**src/rtl/tmr_pkg.sv**
```systemverilog
package tmr_pkg;
  localparam int ADDR_W = 4;

  typedef enum logic [ADDR_W-1:0] {
    ADR_CFG     = 4'd0,
    ADR_CTRL    = 4'd1,
    ADR_MODE_A  = 4'd2,
    ADR_MODE_B  = 4'd3,
    ADR_LOAD_A  = 4'd4,
    ADR_LOAD_B  = 4'd5,
    ADR_MATCH_A = 4'd6,
    ADR_MATCH_B = 4'd7,
    ADR_PRE_A   = 4'd8,
    ADR_PRE_B   = 4'd9,
    ADR_CNT_A   = 4'd10,
    ADR_CNT_B   = 4'd11
  } reg_addr_e;

  typedef enum logic [1:0] {
    MD_ONESHOT  = 2'd0,
    MD_PERIODIC = 2'd1,
    MD_PWM      = 2'd2,
    MD_SPARE    = 2'd3
  } run_mode_e;

  typedef struct packed {
    logic      up;
    run_mode_e mode;
  } half_mode_t;

  localparam int MODE_W = $bits(half_mode_t);
endpackage

```
**src/rtl/tmr_prescale.sv**
```systemverilog
module tmr_prescale #(
  parameter int PW = 8
) (
  input  logic          clk,
  input  logic          rst_n,
  input  logic          en,
  input  logic [PW-1:0] pre,
  output logic          tick
);
  logic [PW-1:0] pcnt;

  assign tick = en && (pcnt == pre);

  always_ff @(posedge clk) begin
    if (!rst_n) begin
      pcnt <= '0;
    end else if (!en || tick) begin
      pcnt <= '0;
    end else begin
      pcnt <= pcnt + 1'b1;
    end
  end
endmodule

```
**src/rtl/tmr_count.sv**
```systemverilog
module tmr_count
  import tmr_pkg::*;
#(
  parameter int W = 16
) (
  input  logic [W-1:0] cur,
  input  logic [W-1:0] load,
  input  logic [W-1:0] mval,
  input  half_mode_t   mode,
  input  logic         tick,
  output logic [W-1:0] nxt,
  output logic         tmo,
  output logic         hit,
  output logic         stop,
  output logic         pwm
);
  logic         at_end;
  logic [W-1:0] step;

  always_comb begin
    at_end = mode.up ? (cur == load) : (cur == '0);
    if (mode.up) begin
      step = at_end ? '0 : cur + 1'b1;
    end else begin
      step = at_end ? load : cur - 1'b1;
    end
    nxt  = tick ? step : cur;
    tmo  = tick && at_end;
    hit  = tick && (step == mval);
    stop = tmo && (mode.mode == MD_ONESHOT);
    pwm  = mode.up ? (cur < mval) : (cur > mval);
  end
endmodule

```
**src/rtl/tmr_regs.sv**
```systemverilog
module tmr_regs
  import tmr_pkg::*;
#(
  parameter int HW = 16,
  parameter int PW = 8
) (
  input  logic              clk,
  input  logic              rst_n,
  input  logic              wr_en,
  input  logic [ADDR_W-1:0] wr_addr,
  input  logic [HW-1:0]     wr_data,
  input  logic [ADDR_W-1:0] rd_addr,
  input  logic              stop_a,
  input  logic              stop_b,
  input  logic [HW-1:0]     cnt_a,
  input  logic [HW-1:0]     cnt_b,
  output logic [HW-1:0]     rd_data,
  output logic              fuse,
  output logic              run_a,
  output logic              run_b,
  output half_mode_t        mode_a,
  output half_mode_t        mode_b,
  output logic [HW-1:0]     load_a,
  output logic [HW-1:0]     load_b,
  output logic [HW-1:0]     mval_a,
  output logic [HW-1:0]     mval_b,
  output logic [PW-1:0]     pre_a,
  output logic [PW-1:0]     pre_b,
  output logic              ld_wr_a,
  output logic              ld_wr_b,
  output logic              ctrl_wr
);
  assign ld_wr_a = wr_en && (wr_addr == ADR_LOAD_A);
  assign ld_wr_b = wr_en && (wr_addr == ADR_LOAD_B);
  assign ctrl_wr = wr_en && (wr_addr == ADR_CTRL);

  always_ff @(posedge clk) begin
    if (!rst_n) begin
      fuse   <= 1'b0;
      run_a  <= 1'b0;
      run_b  <= 1'b0;
      mode_a <= '0;
      mode_b <= '0;
      load_a <= '1;
      load_b <= '1;
      mval_a <= '0;
      mval_b <= '0;
      pre_a  <= '0;
      pre_b  <= '0;
    end else begin
      if (stop_a) run_a <= 1'b0;
      if (stop_b) run_b <= 1'b0;
      if (wr_en) begin
        case (reg_addr_e'(wr_addr))
          ADR_CFG:     fuse <= wr_data[0];
          ADR_CTRL: begin
            run_a <= wr_data[0];
            run_b <= wr_data[1];
          end
          ADR_MODE_A:  mode_a <= half_mode_t'(wr_data[MODE_W-1:0]);
          ADR_MODE_B:  mode_b <= half_mode_t'(wr_data[MODE_W-1:0]);
          ADR_LOAD_A:  load_a <= wr_data;
          ADR_LOAD_B:  load_b <= wr_data;
          ADR_MATCH_A: mval_a <= wr_data;
          ADR_MATCH_B: mval_b <= wr_data;
          ADR_PRE_A:   pre_a  <= wr_data[PW-1:0];
          ADR_PRE_B:   pre_b  <= wr_data[PW-1:0];
          default: ;
        endcase
      end
    end
  end

  always_comb begin
    rd_data = '0;
    case (reg_addr_e'(rd_addr))
      ADR_CFG:     rd_data[0] = fuse;
      ADR_CTRL:    rd_data[1:0] = {run_b, run_a};
      ADR_MODE_A:  rd_data[MODE_W-1:0] = mode_a;
      ADR_MODE_B:  rd_data[MODE_W-1:0] = mode_b;
      ADR_LOAD_A:  rd_data = load_a;
      ADR_LOAD_B:  rd_data = load_b;
      ADR_MATCH_A: rd_data = mval_a;
      ADR_MATCH_B: rd_data = mval_b;
      ADR_PRE_A:   rd_data[PW-1:0] = pre_a;
      ADR_PRE_B:   rd_data[PW-1:0] = pre_b;
      ADR_CNT_A:   rd_data = cnt_a;
      ADR_CNT_B:   rd_data = cnt_b;
      default:     rd_data = '0;
    endcase
  end
endmodule

```
**src/rtl/split_timer.sv**
```systemverilog
module split_timer
  import tmr_pkg::*;
#(
  parameter int HALF_W = 16,
  parameter int PRE_W  = 8
) (
  input  logic              clk,
  input  logic              rst_n,
  input  logic              wr_en,
  input  logic [ADDR_W-1:0] wr_addr,
  input  logic [HALF_W-1:0] wr_data,
  input  logic [ADDR_W-1:0] rd_addr,
  output logic [HALF_W-1:0] rd_data,
  output logic              timeout_a,
  output logic              timeout_b,
  output logic              match_a,
  output logic              match_b,
  output logic              pwm_a,
  output logic              pwm_b
);
  localparam int FULL_W = 2 * HALF_W;

  logic              fuse, run_a, run_b, stop_a, stop_b;
  logic              ctrl_wr, ld_wr_a, ld_wr_b, tick_a, tick_b;
  half_mode_t        mode_a, mode_b;
  logic [HALF_W-1:0] load_a, load_b, mval_a, mval_b, cnt_a, cnt_b;
  logic [HALF_W-1:0] cnt_a_d, cnt_b_d;
  logic [PRE_W-1:0]  pre_a, pre_b;

  logic [HALF_W-1:0] a_nxt, b_nxt;
  logic [FULL_W-1:0] f_nxt;
  logic a_tmo, a_hit, a_stop, a_pwm;
  logic b_tmo, b_hit, b_stop, b_pwm;
  logic f_tmo, f_hit, f_stop, f_pwm;

  tmr_regs #(.HW(HALF_W), .PW(PRE_W)) u_regs (
    .clk(clk), .rst_n(rst_n), .wr_en(wr_en), .wr_addr(wr_addr),
    .wr_data(wr_data), .rd_addr(rd_addr), .stop_a(stop_a), .stop_b(stop_b),
    .cnt_a(cnt_a), .cnt_b(cnt_b), .rd_data(rd_data), .fuse(fuse),
    .run_a(run_a), .run_b(run_b), .mode_a(mode_a), .mode_b(mode_b),
    .load_a(load_a), .load_b(load_b), .mval_a(mval_a), .mval_b(mval_b),
    .pre_a(pre_a), .pre_b(pre_b), .ld_wr_a(ld_wr_a), .ld_wr_b(ld_wr_b),
    .ctrl_wr(ctrl_wr)
  );

  // Half A's prescaler also paces the fused counter; B's idles when fused.
  tmr_prescale #(.PW(PRE_W)) u_pre_a (
    .clk(clk), .rst_n(rst_n), .en(run_a), .pre(pre_a), .tick(tick_a)
  );
  tmr_prescale #(.PW(PRE_W)) u_pre_b (
    .clk(clk), .rst_n(rst_n), .en(run_b && !fuse), .pre(pre_b), .tick(tick_b)
  );

  tmr_count #(.W(HALF_W)) u_cnt_a (
    .cur(cnt_a), .load(load_a), .mval(mval_a), .mode(mode_a), .tick(tick_a),
    .nxt(a_nxt), .tmo(a_tmo), .hit(a_hit), .stop(a_stop), .pwm(a_pwm)
  );
  tmr_count #(.W(HALF_W)) u_cnt_b (
    .cur(cnt_b), .load(load_b), .mval(mval_b), .mode(mode_b), .tick(tick_b),
    .nxt(b_nxt), .tmo(b_tmo), .hit(b_hit), .stop(b_stop), .pwm(b_pwm)
  );
  // Fused view: the borrow/carry between halves is implicit in the wide add.
  tmr_count #(.W(FULL_W)) u_cnt_f (
    .cur({cnt_b, cnt_a}), .load({load_b, load_a}), .mval({mval_b, mval_a}),
    .mode(mode_a), .tick(tick_a),
    .nxt(f_nxt), .tmo(f_tmo), .hit(f_hit), .stop(f_stop), .pwm(f_pwm)
  );

  assign stop_a = fuse ? f_stop : a_stop;
  assign stop_b = !fuse && b_stop;

  always_comb begin
    cnt_a_d = fuse ? f_nxt[HALF_W-1:0]      : a_nxt;
    cnt_b_d = fuse ? f_nxt[FULL_W-1:HALF_W] : b_nxt;
    if (ld_wr_a) cnt_a_d = wr_data;
    if (ld_wr_b) cnt_b_d = wr_data;
  end

  always_ff @(posedge clk) begin
    if (!rst_n) begin
      cnt_a     <= '1;
      cnt_b     <= '1;
      timeout_a <= 1'b0;
      timeout_b <= 1'b0;
      match_a   <= 1'b0;
      match_b   <= 1'b0;
    end else begin
      cnt_a     <= cnt_a_d;
      cnt_b     <= cnt_b_d;
      timeout_a <= fuse ? f_tmo : a_tmo;
      match_a   <= fuse ? f_hit : a_hit;
      timeout_b <= !fuse && b_tmo;
      match_b   <= !fuse && b_hit;
    end
  end

  assign pwm_a = (mode_a.mode == MD_PWM) && (fuse ? f_pwm : a_pwm);
  assign pwm_b = !fuse && (mode_b.mode == MD_PWM) && b_pwm;
endmodule

```
**config.mk**
```make
export PLATFORM = sky130hd
export DESIGN_NAME = split_timer
export DESIGN_NICKNAME = d
export VERILOG_FILES = /design/src/rtl/tmr_pkg.sv /design/src/rtl/tmr_prescale.sv /design/src/rtl/tmr_count.sv /design/src/rtl/tmr_regs.sv /design/src/rtl/split_timer.sv
export SDC_FILE = /design/constraint.sdc
export NUM_CORES = 1
export LEC_CHECK = 0
export ABC_AREA = 0
export BUFFER_PORTS_ARGS = -buffer_cell sky130_fd_sc_hd__buf_4
export CAP_MARGIN = 40
export CELL_PAD_IN_SITES_DETAIL_PLACEMENT = 0
export CELL_PAD_IN_SITES_GLOBAL_PLACEMENT = 1
export CORE_ASPECT_RATIO = 0.6
export CORE_MARGIN = 10
export CORE_UTILIZATION = 47
export DETAILED_ROUTE_END_ITERATION = 12
export HOLD_SLACK_MARGIN = 0.08
export PLACE_DENSITY_LB_ADDON = 0.1
export SLEW_MARGIN = 40
export SYNTH_ARGS = -nofsm -noshare
export SYNTH_HDL_FRONTEND = slang
export SYNTH_SLANG_ARGS = --single-unit
```
**constraint.sdc**
```tcl
create_clock -name clk -period 5.2 [get_ports clk]
set_input_delay 0.26 -clock clk [delete_from_list [all_inputs] [get_ports clk]]
set_output_delay 0.26 -clock clk [all_outputs]
set_load 0.05 [all_outputs]
```
---- After elaboration in Yosys (flattened, before gate mapping) ----
Cells that the tools add are included.
word-level totals
  input bits .............................. 27
  register bits after elaboration ......... 141
  word-level logic and storage cells ...... 150
  output and inout port bits .............. 22
operators by class
  mux-type cells .......................... 37
  reductions and logical operators ........ 46
  bitwise operators ....................... 1
  equal/unequal tests ..................... 31
  magnitude comparators ................... 6
  add/sub/neg operators ................... 8
operators by type and width
  kind                   count
  $mux 16                12
  $mux 32                4
  $eq 16x16->1           4
  $eq 32x32->1           2
  $pmux 8 s6             1
  $pmux 5 s8             1
  $add 16x1->16 const B  2
  $add 32x1->32 const B  1
  $eq 4x3->1 const B     8
  $gt 16x16->1           2
  $gt 32x32->1           1
  $logic_not 16->1       2
  $logic_not 32->1       1
  $lt 16x16->1           2
  $lt 32x32->1           1
  $sub 16x1->16 const B  2
  $sub 32x1->32 const B  1
  $eq 4x4->1 const B     6
  $logic_and 1x1->1      20
  $reduce_and 2->1       10
  $add 8x1->8 const B    2
  $eq 4x2->1 const B     4
  $eq 8x8->1             2
  $mux 1                 16
  other kinds (14)       22

---- Longest topological paths before layout ----
Gate-level depths: netlist of the first run.
  word-level depth ........................ 9
  depth in mapped cells ................... 17
  gate-level depth less buffers ........... 12

---- Modules after synthesis ----
A second synthesis of the first run with hierarchy kept.
unflattened totals
  cell total of the unflattened synthesis .. 2177
  area, all modules ....................... 16377.0 um^2
modules (own cells, without submodules)
  module                sequential area each (um^2)  area an instance (um^2)  cells an instance  instances
  tmr_count at u_cnt_f  0.0                          4558.1                   705                1
  tmr_regs              1781.7                       4554.4                   533                1
  tmr_count at u_cnt_b  0.0                          2296.0                   341                1
  tmr_count at u_cnt_a  0.0                          2253.4                   344                1
  split_timer           720.7                        1774.2                   162                1
  tmr_prescale          160.2                        470.5                    46                 2

---- Worst setup path after synthesis of the first run ----
OpenSTA, ideal clock, no wires.
  path kind ............................... flip-flop to flip-flop
  start point ............................. register cnt_b[0]
  end point ............................... register match_a
  arrival time ............................ 3.773 ns
  setup time .............................. 0.059 ns
  cell stages (with the launch flop) ...... 16
  path slack .............................. 1.368 ns
  cell sequence ........................... dfxtp_1 > clkbuf_1 > inv_1 > ha_1 > or3b_2 > or4_4 > buf_6 > nor3_4 > buf_6 > nor2_1 > o32a_1 > xnor2_1 > a2111o_1 > or4_1 > nor4_2 > a31o_1
on the way
  word-level cells in the longest chain between the ends .. 7
ends and longest elaborated chain
  element                                                RTL line           RTL
  start: declaration                                     split_timer.sv:26  logic [HALF_W-1:0] load_a, load_b, mval_a, mval_b, cnt_a, cnt_b;
  start signal: assignment                               split_timer.sv:89  cnt_b <= cnt_b_d;
  branches (longest 3 deep; another with $sub 32x1->32)  --
  $mux 32 *                                              tmr_count.sv:22    if (mode.up) begin
  $eq 32x32->1 *                                         tmr_count.sv:29    hit = tick && (step == mval);
  $logic_and 1x1->1 *                                    tmr_count.sv:29
  $mux 1 *                                               split_timer.sv:91  match_a <= fuse ? f_hit : a_hit;
  end signal: assignment                                 split_timer.sv:91
  end: declaration                                       split_timer.sv:16  output logic match_a,
Mark *: on every way between the ends.
A chain may end at the register's enable or synchronous reset.

---- Final worst setup path of the first run ----
Same ends and word-level chain as after synthesis.

==> results of run 1 <==
cell type report:
type,instances,area share [%]
inverter,54,1.56
sequential,141,21.7
clock buffer,19,3.48
timing repair buffer,92,5.41
tap,322,3.10
clock inverter,13,0.953
multi-input combinational,1297,63.8
synth_stat cells, drive strengths merged, types with 8 or more instances:
| library cell | count | area share (%) |
|---|---|---|
| nand3 | 56 | 2.4 |
| or3 | 12 | 0.64 |
| mux2i | 44 | 3.7 |
| ha | 40 | 4.2 |
| nor2 | 205 | 6.5 |
| buf | 26 | 1.1 |
| a22oi | 35 | 2.2 |
| or4 | 8 | 0.57 |
| dfxtp | 141 | 24 |
| a211oi | 37 | 2.4 |
| a21o | 22 | 1.4 |
| a31oi | 16 | 0.85 |
| nor3 | 38 | 1.7 |
| nand2 | 179 | 5.7 |
| o32ai | 8 | 0.75 |
| o21ai | 91 | 3.9 |
| o22ai | 8 | 0.42 |
| nor4 | 33 | 1.9 |
| and3 | 10 | 0.53 |
| o211ai | 17 | 1.1 |
| xor2 | 92 | 6.8 |
| nand4 | 27 | 1.4 |
| clkbuf | 103 | 3.3 |
| xnor2 | 103 | 7.6 |
| a21oi | 85 | 3.6 |
| inv | 53 | 1.7 |
report_power, final:
group,total [uW],internal [uW],switching (uW)
clock,1220,653,571
sequential,1150,1100,49.6
combinational,723,247,476
total,3090,2000,1100
metrics by stage:
step / power (uW) / setup slack (ns)
CTS: 3080 / 0.824
floorplan: 1610 / 1.37
finish: 3090 / 0.721
detailed placement: 1860 / 0.832
global route: 3190 / 0.511
global placement: 1860 / 0.928
worst max-delay path, cell delays in order, from the launching register on:
cell,delay (ns)
dfxtp_1,0.45
inv_1,0.25
ha_1,0.26
or3b_2,0.52
or4_4,0.52
nor2_2,0.71
a221oi_1,0.17
a31o_2,0.27
xnor2_1,0.19
nand4_1,0.14
or4_1,0.61
nor4_2,0.17
a31o_1,0.16
placed cells by master, fill, tap and decap left out, types with 6 or more instances in the layout:
master / instances
dfxtp_1: 139
or3_1: 12
o32a_1: 7
o22ai_1: 8
o21a_1: 7
ha_1: 40
a21oi_1: 85
or4_1: 6
a221oi_1: 7
a22oi_1: 35
nand4_1: 27
xor2_1: 92
o211ai_1: 17
nand3b_1: 6
nor3_1: 34
nor2_1: 204
a21o_1: 22
nor4_1: 28
mux2i_1: 44
nor3b_1: 6
nor2b_1: 6
a31oi_1: 16
nand2_1: 179
o32ai_1: 7
inv_1: 52
a32oi_1: 6
and2_1: 6
clkbuf_16: 17
a211oi_1: 37
o21ai_0: 87
or2_2: 6
buf_4: 87
xnor2_1: 103
nand3_1: 55
and3_1: 9
flip-flops by register name, indices dropped and copies added, names as in the netlist, 3 cells and up:
register       flops
cnt_b             16
u_regs.mval_b     16
cnt_a             16
u_regs.mode_a      3
u_regs.mode_b      3
u_regs.pre_a       8
u_pre_b.pcnt       8
u_regs.load_a     16
u_pre_a.pcnt       8
u_regs.pre_b       8
u_regs.mval_a     16
u_regs.load_b     16
metal layers:
layer	share of wire (%)	track usage [%]
met1	45	45.6
met2	40	45.0
met3	13	9.10
met4	3.0	11.3
met5	0	0
cell families after synthesis:
logic type,count (synthesis)
fa+ha+maj,40
mux,50
xor+xnor,195
compound gates,395
buf+inv,183
flops,141
simple gates,617
timing repair:
item                                    CTS  global route
endpoints found under the hold margin     5             0
endpoints found under the setup margin    0             0
buffers inserted                          0             0
hold buffers                              5             0
final timing paths:
kind	depth (start not counted)	startpoint	endpoint	slack, ns
setup / recovery	12	cnt_b[0]$_SDFFE_PN1P_	match_a$_SDFF_PN0_	0.72
hold / removal	3	wr_data[9]	u_regs.mval_b[9]$_SDFFE_PN0P_	0.11
setup reg to reg	12	cnt_b[0]$_SDFFE_PN1P_	match_a$_SDFF_PN0_	0.72
hold reg to reg	2	u_regs.mval_b[15]$_SDFFE_PN0P_	u_regs.mval_b[15]$_SDFFE_PN0P_	0.48
==> impl_metrics.ini, run 1 <==
[worst_setup_path]
startpoint_type = register
cp.required_ns = 5.61
crit_fanout = 13
end_kind = register
worst_ep_arrival_time_ns = 4.89
critical_path_class = register to register

[logic_synthesis]
synth_adder_area_share_pct = 4.24
synth-xor-area-share_pct = 14.5
synth_edf_count = 0
muxShareOfSynthArea_pct = 4.40
synth.avg_cell_area_sq_um = 7.28
synth_flop_cell = dfxtp_1
synth_seq_cells = 141
ys_async_sr_fraction_pct = 0
synthSimpleGateAreaFrac_pct = 24.5
ys_seq_area_share_pct = 23.9
synth_top_family_by_area = simple AND/OR/NAND/NOR gates
syn_nets = 1688
yosys.cell_types.count = 79
ys_warn_count = 0
netlist_area_sq_um = 11800
synth_cells = 1621
synth_compound_area_share_pct = 22.3

[grt]
gr-total-overflow = 0
antenna_found_initial = 0
grt_pass1_wl_um = 77300
grtUsageTotal_pct = 32.1
grt_pass1_vias = 11721
grt_max_degree = 60

[timing]
finalHoldViolCount = 0
fmax_mhz = 223
rsz0062_at_grt = no
skew_ns = 0.0116
maxSlewViolCount = 0
worst_slew_pin_slew_ns = 0.877
period_needed_ns = 4.48
relSlewSlack_pct = 40.7
finalCritPeriodShare_pct = 86.1
whs_ns = 0.107
setup_violations = 0
tns_ns = 0

[layout]
n_antenna_cell = 0
syn_to_final_growth_pct = 10.2
seq_area_sq_um = 2830
utilization_pct = 53.2
stdcell_count = 1938
drive_above_1_share_pct = 9.72
multi_input_area_sq_um = 8290
fin_area_sq_um = 13000
fillers = 2466
nets = 1670

[clocking]
clk_latency_ns = 0.46
clkTransAtPathRegs_ns = 0.07
clock_path_buffers = 2
clockRootBuffer = clkbuf_16
cts_tree = yes
htree_levels = 4
cts_made_buffers = 17
post_cts_resized = 0
clock-sinks = 141

[placement]
dp.final_hpwl_um = 38600
dp_cells = 1901
dpl-instance-area_sq_um = 12400
io_buffer_count = 48
routabilityCongestion = 1.04

[routing]
wl_per_cell_um = 27.0
vias = 12801
drtIter0Drc = 1881
vias_per_cell = 6.61
postRouteAntennaNets = 0
wl_um = 52400
drc = 0
drt-pass1-iter-count = 6

[floorplanning]
dieArea_sq_um = 32000
dieHeight_um = 143
die_width_um = 225
ios = 49
num_rows = 44
coreArea_sq_um = 24400
initial_core_util_pct = 48.3

[power_and_ir_drop]
vdd_drop_max_uv = 246
leakage_uw = 0.00484
cellPowerDensity_nw_per_um2 = 238

[run]
max-cap-violations = 0

[outcome]
outcome = complete, no violations

[min_path]
hp-class = input pin to register
(Power assumes the default switching activity.)
==> inputs of run 2 (changes only) <==
- CORE_ASPECT_RATIO: 0.6 -> unset
==> run 2 against run 1 <==
Sequential power hardly changed. Combinational power decreased by 2%. Die area decreased by 0.64%. Flip-flop and latch count is the same. Register-to-register slack gained 0.15 ns. Hold slack got worse by 0.0082 ns. Fmax up 3.4%. Via count is 2.0% lower. Global-route usage is 0.62 points lower. Count of clock-buffer cells in the layout decreased by 1. Design area fell by 0.28%. First-iteration DRC count decreased by 15%.
==> impl_metrics.ini, run 2 (synthesis results as in run 1) <==
[timing]
period_needed_ns = 4.33
finalCritPeriodShare_pct = 83.3
skew_ns = 0.0125
fmax_mhz = 231
finalHoldViolCount = 0
worst_slew_pin_slew_ns = 0.910
maxSlewViolCount = 0
rsz0062_at_grt = no
tns_ns = 0
relSlewSlack_pct = 39.2
setup_violations = 0

[floorplanning]
num_rows = 57
initial_core_util_pct = 48.1
dieHeight_um = 178
ios = 49
coreArea_sq_um = 24500
dieArea_sq_um = 31800
die_width_um = 178

[run]
max-cap-violations = 0

[routing]
postRouteAntennaNets = 0
drc = 0
vias_per_cell = 6.49
wl_per_cell_um = 26.3
wl_um = 50800
drtIter0Drc = 1595
vias = 12541
drt-pass1-iter-count = 6

[layout]
syn_to_final_growth_pct = 9.91
layout_common_cells = 204 x nor2_1, 179 x nand2_1, 139 x dfxtp_1, 103 x xnor2_1, 92 x xor2_1
n_antenna_cell = 0
layout_commonest_cell = nor2_1
fin_area_sq_um = 13000
nets = 1663
drive_above_1_share_pct = 9.57

[grt]
grt_max_degree = 60
grt_pass1_wl_um = 76000
grtUsageTotal_pct = 31.5
gr-total-overflow = 0
antenna_found_initial = 0
grt_pass1_vias = 11800

[clocking]
htree_levels = 4
clock_path_buffers = 2
clk_latency_ns = 0.45
cts_tree = yes
cts_made_buffers = 17
cts_setup_buffers = 0
clkTransAtPathRegs_ns = 0.08
clockRootBuffer = clkbuf_16
post_cts_resized = 0
ctsHoldBuffers = 0
clock-sinks = 141

[worst_setup_path]
end_kind = register
worstReg2RegStart = cnt_b[0]$_SDFFE_PN1P_
worst_ep_arrival_time_ns = 4.73
path_buf_inv = 1
max_stage_delay_ns = 0.56
cp.required_ns = 5.60
startpoint_type = register
r2r_slack_ns = 0.87
crit_family = simple AND/OR/NAND/NOR gates
critical_path_class = register to register
cp_cell_sequence = inv_1 -> ha_1 -> or3b_2 -> or4_4 -> nor3_4 -> nor2_1 -> o32a_1 -> xnor2_1 -> a2111o_1 -> or4_1 -> nor4_2 -> a31o_1
cp_slowest_cell = or4_1
r2r-end = match_a$_SDFF_PN0_
crit_fanout = 13
r2r_cells = 12

[min_path]
hp-class = input pin to register
min_to = u_regs.mval_a[12]$_SDFFE_PN0P_
holdPathStages = 3
holdCritStartpoint = wr_data[12]

[power_and_ir_drop]
finalPower_uw = 3190
vdd_drop_max_uv = 205
cellPowerDensity_nw_per_um2 = 246
leakage_uw = 0.00484

[placement]
io_buffer_count = 48
dp.final_hpwl_um = 36400
dpl-instance-area_sq_um = 12300
routabilityCongestion = 0.990

[outcome]
outcome = complete, no violations
==> run 2: how the worst max path moves through the flow <==
stage	cells after the start	end	startpoint	slack, ns
after floorplan	15	match_a$_SDFF_PN0_	cnt_b[0]$_SDFFE_PN1P_	1.37
after global placement	12	match_a$_SDFF_PN0_	cnt_b[0]$_SDFFE_PN1P_	1.04
after detailed placement	12	match_a$_SDFF_PN0_	cnt_b[0]$_SDFFE_PN1P_	0.94
after CTS	12	match_a$_SDFF_PN0_	cnt_b[0]$_SDFFE_PN1P_	0.92
after global routing	12	match_a$_SDFF_PN0_	cnt_b[0]$_SDFFE_PN1P_	0.68
final	12	match_a$_SDFF_PN0_	cnt_b[0]$_SDFFE_PN1P_	0.87
==> run 2: area by class of cell <==
cell class	count	area, sq um
Multi-Input combinational cell	1297	8280
Clock inverter	14	174
Timing Repair Buffer	85	638
Clock buffer	18	439
Sequential cell	141	2830
Inverter	54	203
Tap cell	324	405
Fill cell	2486	11600
==> run 2: stage by stage <==
step | utilization [%] | std cells | setup slack (ns) | hold slack [ns]
floorplan | - | 1621 | 1.37 | 0.396
global placement | 50.3 | 1900 | 1.04 | 0.492
detailed placement | 50.3 | 1900 | 0.944 | 0.497
CTS | 52.8 | 1932 | 0.915 | 0.0949
global route | 52.9 | 1933 | 0.682 | 0.0984
finish | 52.9 | 1933 | 0.866 | 0.0986
==> run 2: worst min-delay path, stage by stage <==
cell and delay (ns):
buf_4 0.13, nand2_1 0.05, a21oi_1 0.05
==> run 2: metal layers <==
metal	vias up	global-route usage, %	share of wire [%]	wire length, um
li1	5718	-	-	-
met1	5929	41.7	42	21200
met2	737	49.0	44	22300
met3	157	4.99	9.2	4680
met4	0	15.2	5.1	2590
met5	-	0	0	0
==> run 2: power breakdown <==
part           total [uW]  internal [uW]  leakage [uW]  switching (uW)
logic                 706            249       0.00340             457
clock network        1330            705      0.000302             625
registers            1150           1100       0.00114            53.3
==> inputs of run 3 (changes only) <==
- CORE_UTILIZATION: 47 -> 42
- clock period: 5.2 -> 3.6 ns (I/O delays scaled with it)
==> run 3 against run 2 <==
Combinational power is 66% higher. Clock power is 37% higher. Clock skew is 0.0033 ns lower. Non-clock buffer count is 129 higher. Flip-flop and latch count stayed put. Critical endpoint unchanged. First-iteration DRC count is 10% lower. The flow now finishes with violations (setup timing). Total power is 44% higher. Register-to-register slack worse by 0.89 ns. Highest routed layer unchanged. Via count is 2.6% higher.
==> impl_metrics.ini, run 3 (synthesis results as in run 1) <==
[outcome]
outcome = finished with violations
violations = setup timing

[timing]
fmax_mhz = 276
period_needed_ns = 3.62
tns_ns = -0.0248
worst_slew_pin_slew_ns = 0.962
skew_ns = 0.00924
maxSlewViolCount = 0
finalHoldViolCount = 0
setup_slack_ns = -0.0248
setup_violations = 1
finalCritPeriodShare_pct = 101
relSlewSlack_pct = 35.8
rsz0062_at_grt = yes

[clocking]
cts_made_buffers = 17
clock-sinks = 141
htree_levels = 4
clockRootBuffer = clkbuf_16
clk_latency_ns = 0.46
clock_path_buffers = 2
clkTransAtPathRegs_ns = 0.07
cts_tree = yes

[grt]
grt_pass1_vias = 12444
antenna_found_initial = 0
grt_max_degree = 85
gr-total-overflow = 0
grtUsageTotal_pct = 29.9
grt_pass1_wl_um = 80700

[power_and_ir_drop]
cellPowerDensity_nw_per_um2 = 324
vdd_drop_max_uv = 365
leakage_uw = 0.00545

[worst_setup_path]
r2r-end = match_a$_SDFF_PN0_
critical_path_class = register to register
end_kind = register
worst_ep_arrival_time_ns = 4.03
startpoint_type = register
crit_fanout = 7
r2r_cells = 14
r2r_slack_ns = -0.02
cp.required_ns = 4.00
worstReg2RegStart = cnt_b[1]$_SDFFE_PN1P_

[floorplanning]
num_rows = 61
die_width_um = 188
dieHeight_um = 188
dieArea_sq_um = 35200
ios = 49
initial_core_util_pct = 42.5
coreArea_sq_um = 27800

[placement]
io_buffer_count = 48
dpl-instance-area_sq_um = 13300
dp.final_hpwl_um = 40700
routabilityCongestion = 0.969

[routing]
wl_per_cell_um = 25.4
postRouteAntennaNets = 0
m1WireLength_um = 23000
drc = 0
wl_um = 53800
vias = 12872
dr_wl_met3_um = 4100
drt-pass1-iter-count = 6
vias_per_cell = 6.08
drtIter0Drc = 1431
wl_met2_um = 24500
highest_layer = met4

[min_path]
hp-class = input pin to register
min_to = u_regs.fuse$_SDFFE_PN0P_
holdPathStages = 4
holdCritStartpoint = wr_addr[2]

[layout]
layout_commonest_cell = nor2_1
nets = 1792
fillers = 2899
drive_above_1_share_pct = 16.5
fin_area_sq_um = 14200
syn_to_final_growth_pct = 20.2
layout_common_cells = 204 x nor2_1, 192 x buf_4, 179 x nand2_1, 131 x dfxtp_1, 103 x xnor2_1
n_antenna_cell = 0

[run]
max-cap-violations = 0
[run 3: cell types whose count changed in the layout (fill, tap and decap cells not counted), moves of 6 or more]
cell           before  now
buf_4              85  192
dlygate4sd3_1       0   16
dfxtp_1           139  131
dfxtp_2             2   10
inv_8               6    0
[run 3: worst max-delay path, stage by stage, from the launching register on]
cell     delay (ns)
dfxtp_2        0.33
inv_4          0.06
ha_4           0.14
or3b_4         0.40
or4_4          0.57
nor3_4         0.23
buf_6          0.15
buf_6          0.12
nor2_1         0.05
o32ai_2        0.26
xnor2_1        0.19
nand4_1        0.17
or4_4          0.58
nor4_4         0.14
a31o_1         0.17
[run 3: report_power, final]
part | internal, uW | switching [uW] | total [uW]
sequential | 1590 | 30.7 | 1620
clock | 1040 | 775 | 1820
combinational | 421 | 746 | 1170
total | 3050 | 1550 | 4600
[run 3: repair_timing]
action / CTS / global route
setup endpoints to repair: 3 / 3
resized for setup: 5 / 27
hold endpoints to repair: 38 / 0
buffers inserted: 1 / 2
pin swaps: 1 / 15
hold buffers: 16 / 0
[run 3: routing by layer]
layer  GRT usage [%]  vias to the layer above
met2            48.2                      615
met3            5.40                      120
met5               0                        -
li1                -                     5981
met4            12.3                        0
met1            38.5                     6156
[run 3: stage by stage]
stage	total power (uW)	hold slack (ns)	std cells	util [%]	setup WS, ns
final	4600	0.103	2116	51.0	-0.0248
after global routing	4770	0.110	2116	51.0	-0.133
after CTS	4600	0.120	2112	50.6	0.00950
after detailed placement	2770	0.479	2063	47.8	-0.0666
after global placement	2770	0.473	2063	47.8	-0.137
after floorplan	2330	0.316	1621	-	0.0618
[run 3: worst max path at each step]
stage / start / slack [ns] / end / depth (start not counted)
global placement: cnt_b[6]$_SDFFE_PN1P_ / -0.14 / match_a$_SDFF_PN0_ / 11
CTS: cnt_a[9]$_SDFFE_PN1P_ / 0.009 / pwm_a / 11
finish: cnt_b[1]$_SDFFE_PN1P_ / -0.02 / match_a$_SDFF_PN0_ / 14
global route: cnt_a[0]$_SDFFE_PN1P_ / -0.13 / match_a$_SDFF_PN0_ / 15
detailed placement: cnt_b[6]$_SDFFE_PN1P_ / -0.07 / match_a$_SDFF_PN0_ / 11
floorplan: cnt_b[0]$_SDFFE_PN1P_ / 0.06 / match_a$_SDFF_PN0_ / 15
[run 3: cell type report]
class	instances	area (sq um)	share of cell area, %
Tap cell	378	473	3.33
Clock inverter	12	136	0.962
Timing Repair Buffer	214	1690	11.9
Clock buffer	20	447	3.15
Multi-Input combinational cell	1297	8400	59.2
Sequential cell	141	2840	20.0
Inverter	54	208	1.46
